==> src/rtl/lane_align_mon.sv <==
module lane_align_mon #(
  parameter int NUM_LANES = 4,
  parameter int MF_W      = 8,
  localparam int TS_W     = MF_W + 2
) (
  input  logic                      clk,
  input  logic                      rst_n,
  input  logic [NUM_LANES*8-1:0]    rx_octet,
  input  logic [NUM_LANES-1:0]      rx_ctrl,
  input  logic [NUM_LANES-1:0]      rx_vld,
  input  logic                      fs_data,
  input  logic [MF_W-1:0]           mf_len,
  output logic [NUM_LANES-1:0]      buf_rel,
  output logic [NUM_LANES*TS_W-1:0] lane_dly,
  output logic                      align_done,
  output logic                      err_skew,
  output logic                      err_misalign,
  output logic                      sync_req
);
  localparam logic [7:0] K_EOMF = 8'h7C;

  logic [TS_W-1:0]      ts, first_ts, last_ts, span;
  logic [NUM_LANES-1:0] seen, hit, mis_lane;
  logic [TS_W-1:0]      arr_ts [NUM_LANES];
  logic [MF_W-1:0]      ph     [NUM_LANES];
  logic [MF_W-1:0]      mf_last;
  logic                 all_seen, any_seen, new_hit, span_over;

  assign mf_last    = mf_len - 1'b1;
  assign all_seen   = &seen;
  assign any_seen   = |seen;
  assign new_hit    = |(hit & ~seen);
  assign span       = ts - first_ts;
  assign span_over  = any_seen & ~all_seen & (span > TS_W'(mf_len));
  assign align_done = all_seen & ~err_skew;
  assign buf_rel    = {NUM_LANES{align_done}};
  assign sync_req   = err_skew | err_misalign;

  for (genvar i = 0; i < NUM_LANES; i++) begin : g_lane
    assign hit[i] = fs_data & rx_vld[i] & rx_ctrl[i] & (rx_octet[i*8 +: 8] == K_EOMF);
    assign mis_lane[i] = hit[i] & seen[i] & (ph[i] != mf_last);
    assign lane_dly[i*TS_W +: TS_W] = align_done ? (last_ts - arr_ts[i]) : '0;

    always_ff @(posedge clk) begin
      if (!rst_n || !fs_data) begin
        seen[i]   <= 1'b0;
        arr_ts[i] <= '0;
        ph[i]     <= '0;
      end else if (hit[i] && !seen[i]) begin
        seen[i]   <= 1'b1;
        arr_ts[i] <= ts;
        ph[i]     <= '0;
      end else if (seen[i] && rx_vld[i]) begin
        ph[i] <= (ph[i] == mf_last) ? '0 : ph[i] + 1'b1;
      end
    end
  end

  always_ff @(posedge clk) begin
    if (!rst_n || !fs_data) begin
      ts           <= '0;
      first_ts     <= '0;
      last_ts      <= '0;
      err_skew     <= 1'b0;
      err_misalign <= 1'b0;
    end else begin
      ts <= ts + 1'b1;
      if (new_hit) begin
        if (!any_seen) first_ts <= ts;
        last_ts <= ts;
      end
      if (span_over) err_skew <= 1'b1;
      if (align_done && |mis_lane) err_misalign <= 1'b1;
    end
  end
endmodule


==> config.mk <==
export PLATFORM = sky130hd
export DESIGN_NAME = lane_align_mon
export DESIGN_NICKNAME = d
export VERILOG_FILES = /design/src/rtl/lane_align_mon.sv
export SDC_FILE = /design/constraint.sdc
export NUM_CORES = 1
export LEC_CHECK = 0
export CAP_MARGIN = 20
export CORE_UTILIZATION = 44
export CTS_CLUSTER_DIAMETER = 150
export DETAILED_ROUTE_END_ITERATION = 6
export GPL_ROUTABILITY_DRIVEN = 0
export GPL_TIMING_DRIVEN = 1
export MAX_ROUTING_LAYER = met4
export PLACE_DENSITY = 0.66
export SYNTH_ARGS = -nofsm -noshare
export SYNTH_HDL_FRONTEND = slang
export SYNTH_SLANG_ARGS = --single-unit
==> constraint.sdc <==
create_clock -name clk -period 3.93 [get_ports clk]
set_clock_uncertainty 0.2 [all_clocks]
set_input_delay 0.786 -clock clk [delete_from_list [all_inputs] [get_ports clk]]
set_output_delay 0.786 -clock clk [all_outputs]
set_load 0.01 [all_outputs]
# Word-level counts from Yosys, hierarchy flattened

Memories as Yosys holds them, arrays and structs flattened.
Index checks and enable logic that the tools add are counted.

Bits in registers: 36
Memory bits (writable): 72
Input bits: 51
Output and inout port bits: 48
Word-level logic and storage cells: 147
Memories kept: 2

Add/subtract/negate cells: 11
Magnitude comparators: 1
Eq/ne operators: 12
Muxes and demuxes: 50
Bitwise operators: 41
Reduce and logical (&&, ||, !) cells: 21

Memory list:

| name   | depth | width | rd ports | clocked after Yosys merged registers in | write ports | line | RTL |
|---|---|---|---|---|---|---|---|
| arr_ts | 4     | 10    | 4        | 0                                       | 4           | 24   | `logic [TS_W-1:0] arr_ts [NUM_LANES];` |
| ph     | 4     | 8     | 4        | 0                                       | 4           | 25   | `logic [MF_W-1:0] ph [NUM_LANES];` |

Operator list:

| cell                                                                | number |
|---|---|
| 8-bit two-way mux                                                   | 12 |
| 10-bit two-way mux                                                  | 8 |
| 10-bit subtractor                                                   | 5 |
| 8-bit by 1-bit adder with 8-bit output (second input constant)      | 4 |
| 8-bit by 7-bit == test with 1-bit output (second input constant)    | 4 |
| 8-bit == test                                                       | 4 |
| 8-bit inequality test                                               | 4 |
| 1-bit two-way mux                                                   | 30 |
| 1-bit AND                                                           | 23 |
| 1-bit bitwise OR                                                    | 13 |
| 4-bit OR reduction                                                  | 3 |
| 10-bit by 1-bit adder with 10-bit output (second input constant)    | 1 |
| 10-bit by 8-bit greater-than comparator with 1-bit output           | 1 |
| 1-bit logical AND                                                   | 9 |
| 8-bit by 1-bit subtractor with 8-bit output (second input constant) | 1 |
| 1-bit zero test                                                     | 6 |
| 4-bit AND                                                           | 1 |
| 4-bit inverter                                                      | 1 |
| 4-bit AND reduction                                                 | 1 |
| 1-bit inverter                                                      | 3 |
| 2-bit AND reduction                                                 | 1 |
| 1-bit logical OR                                                    | 1 |

# Logic depth before layout (Yosys ltp)

Depth after elaboration: 9
Depth in mapped cells: 16
Depth with buffers taken out: 16

# Least setup slack after synthesis

Ideal clock, no wire load.

Kind: input port to flip-flop
From: input mf_len[0]
To: memory ph[1][2], data pin
Setup time: 0.255 ns
Data arrival time: 2.769 ns
Data required time: 3.475 ns
Path slack: 0.707 ns
Cell stages on the path: 11
Cells stage by stage: buf_2 > or4_4 > buf_6 > nor4_4 > xnor2_1 > xor2_1 > o2111ai_1 > nor4_1 > or3_1 > buf_6 > nor2_2

RTL lines:

| what               | line | RTL |
|---|---|---|
| start: declaration | 12   | `input logic [MF_W-1:0] mf_len,` |
| end: declaration   | 25   |  |

==> reports/results.txt <==
Port Buffers: 98
vias in the first global route: 5,760
critical path endpoint category: output port
Psw: 0.000614 W
post-route setup TNS: 0 ps
Synth Cell Area: 7520 um^2
Final setup viols: 0
crit path kind: flop to output port
CTS hold repair buffers: 0
Max-cap violations: 0
FF-to-FF End: err_skew
die height: 133 um
RSZ-0062 raised after global routing: no
Seq cells post-synth: 108
Routed Antenna Nets: 0
Pwr Density: 273 nW/um^2
post-synth cell types: 52
first-pass GRT wire length: 28,800 um
CP arrival: 2740 ps
sequential group share of total power: 0.503
Layout Cells excl Fill: 1,140
ratio of cells with drive above 1 in the final layout: 0.0967
max_slew headroom: 0.493
hold path start: first_ts[8]
initial antenna violation count: 0
worst reg-to-reg setup slack: 520 ps
clock power share: 0.371
hold path cells: 2
Worst-Margin Slew: 753 ps
WHS Endpoint: first_ts[8]
Inst Count DP: 1,122
Area Overhead vs Synth: 22.6%
DRT iter0 DRCs: 294
syn nets: 921
largest net degree at the start of global routing: 38
status: completed
Wirelength per Cell: 15.0 um
CP Max Fanout: 3
Final Slew Violations: 0
worst reg2reg path startpoint: ts[0]
total power: 0.00251 W
Yosys warning count: 0
flip-flop and latch area: 2890 um^2
path depth of the worst reg2reg path: 15
WP data required: 2940 ps
Tmin final: 3720 ps
HPWL Detailed: 13,500 um
Final Hold Vio Count: 0
IO Count: 99
Detailed Routing Iterations Pass 1: 4
syn_area_per_cell: 9.33 um^2
CTS root buf: clkbuf_16
maximum vdd drop: 196 uV
CTS tree: yes
fmax: 269 MHz
Tcrit/Tclk final: 0.947
HP Class: flop to flop
die area: 17,600 um^2
core footprint: 16,600 um^2
switching portion of total power: 0.244
Layout Nets: 1,030
H-tree levels: 3
GRT Total Usage: 0.212
via count: 5,878
Fillers: 1,517
std cell rows: 47
ys async rst share: 0
Synth Flop Type: edfxtp_1
worst-skew pair later-pin latency: 350 ps
Reg clk slew, reported paths: 70 ps
worst hold slack: 294 ps
Congestion Overflow GR: 0
TritonCTS buffer count: 9
maximum buffer depth of the clock tree: 2
total wire length: 17,100 um
Pint: 0.00190 W
via/cell ratio: 5.16
multi-input logic area: 4230 um^2
CTS Sinks: 108
initial core utilization: 0.452
logic gate share of total power: 0.126
post-synthesis sequential area ratio: 0.383
Mapped Cells: 806
crit start category: flop
Post-synth EDFFs: 72
leak pwr: 3.79 nW
Ant. Diodes: 0
Die Wd: 133 um
Residual DRC: 0
-- cell type report --
| cell class | instances | area share |
|---|---|---|
| repair buffers | 127 | 0.132 |
| well taps | 220 | 0.0298 |
| multi-input cells | 588 | 0.459 |
| clock inverters | 6 | 0.00787 |
| inverters | 81 | 0.0334 |
| clock buffers | 10 | 0.0248 |
| flip-flops and latches | 108 | 0.313 |
-- power groups by stage --
stage | Sequential [W] | Combinational (W) | Clock (W)
after global routing | 0.00127 | 0.000351 | 0.000986
after detailed placement | 0.00129 | 0.000307 | 0
after CTS | 0.00126 | 0.000316 | 0.000946
after floorplan | 0.00128 | 0.000194 | 0
final | 0.00126 | 0.000317 | 0.000932
after global placement | 0.00129 | 0.000305 | 0
-- metrics by stage --
step                 util  setup slack (ps)  cell area (um^2)
floorplan               -               707              7520
global placement    0.532              58.9              8850
detailed placement  0.532              17.4              8850
CTS                 0.553              4.49              9200
global route        0.554              41.8              9220
finish              0.554               207              9220
-- placed cells by master, fill, tap and decap left out, drive strengths merged, types with 16 or more instances in the layout --
cell type	instances
clkdlybuf4s50	85
nor3	25
nor2	111
a21oi	36
edfxtp	72
nand3	28
xor2	47
o21ai	16
and3	22
inv	82
buf	29
dfxtp	36
mux2i	20
xnor2	49
ha	59
and2	30
nand2	20
-- sequential cells by signal, indices dropped and copies added (netlist names) --
| name | count |
|---|---|
| ph | 32 |
| seen | 4 |
| arr_ts | 40 |
| ts | 10 |
| err_skew | 1 |
| last_ts | 10 |
| err_misalign | 1 |
| first_ts | 10 |
-- kinds of logic after synthesis --
logic type | Yosys count | share of synthesized area
AOI/OAI and AO/OA | 106 | 0.0908
xor gates and xnor gates | 97 | 0.115
adders and majority gates | 64 | 0.111
buffers and inverters | 110 | 0.0614
DFF | 108 | 0.383
muxes | 20 | 0.0266
and+or+nand+nor | 301 | 0.211
-- worst max-delay path: stages (launching register included) --
cell and delay, ps:
edfxtp_1 360, inv_1 100, ha_1 230, nor2b_1 140, o21ai_2 150, a21boi_1 100, o21a_1 190, o21ai_0 150
buf_4 150, a21oi_1 70, xnor2_1 130, nor2_1 90, clkdlybuf4s50_1 540
-- Yosys cell counts, drive strengths merged (3+ instances only) --
| cell type | number | area share |
|---|---|---|
| xor2 | 47 | 0.055 |
| and3 | 22 | 0.018 |
| ha | 59 | 0.098 |
| o2111ai | 6 | 0.0070 |
| a211oi | 3 | 0.0030 |
| o21a | 13 | 0.013 |
| a21oi | 36 | 0.024 |
| xnor2 | 49 | 0.057 |
| or4 | 3 | 0.0035 |
| edfxtp | 72 | 0.29 |
| nor2b | 8 | 0.0067 |
| a21boi | 3 | 0.0030 |
| a21o | 9 | 0.0090 |
| nor2 | 111 | 0.062 |
| nor3 | 25 | 0.017 |
| nand2b | 13 | 0.011 |
| fa | 5 | 0.013 |
| o21bai | 8 | 0.0080 |
| buf | 17 | 0.015 |
| dfxtp | 36 | 0.096 |
| a31oi | 3 | 0.0025 |
| nand4b | 8 | 0.0093 |
| nand3 | 28 | 0.019 |
| nand2 | 20 | 0.010 |
| and2 | 30 | 0.025 |
| or2 | 3 | 0.0025 |
| nor4 | 14 | 0.014 |
| inv | 81 | 0.040 |
| nor3b | 5 | 0.0050 |
| mux2i | 20 | 0.027 |
| o21ai | 16 | 0.011 |
| nand4 | 7 | 0.0058 |
| clkbuf | 12 | 0.0060 |
-- routing by layer --
| layer | vias up | part of all wire | wire length, um | GRT usage |
|---|---|---|---|---|
| met5 | - | 0 | 0 | - |
| met4 | 0 | 0.012 | 213 | 0.0568 |
| met3 | 16 | 0.035 | 595 | 0.0330 |
| met2 | 102 | 0.50 | 8600 | 0.365 |
| met1 | 2756 | 0.45 | 7700 | 0.256 |
| li1 | 3004 | - | - | - |
-- timing repair --
item,in CTS,in global routing
setup buffers,1,1
endpoints found under the hold margin,0,0
pin swaps,3,7
gates resized for setup,24,24
endpoints found under the setup margin,19,20
cloned,0,0
-- how the worst max path moves through the flow --
stage | endpoint | startpoint
global route | lane_dly[9] | arr_ts[0][1]
CTS | lane_dly[29] | arr_ts[2][1]
global placement | lane_dly[8] | last_ts[0]
finish | lane_dly[9] | arr_ts[0][1]
floorplan | ph[1][2] | mf_len[0]
detailed placement | lane_dly[38] | last_ts[0]
(Power assumes the default switching activity.)
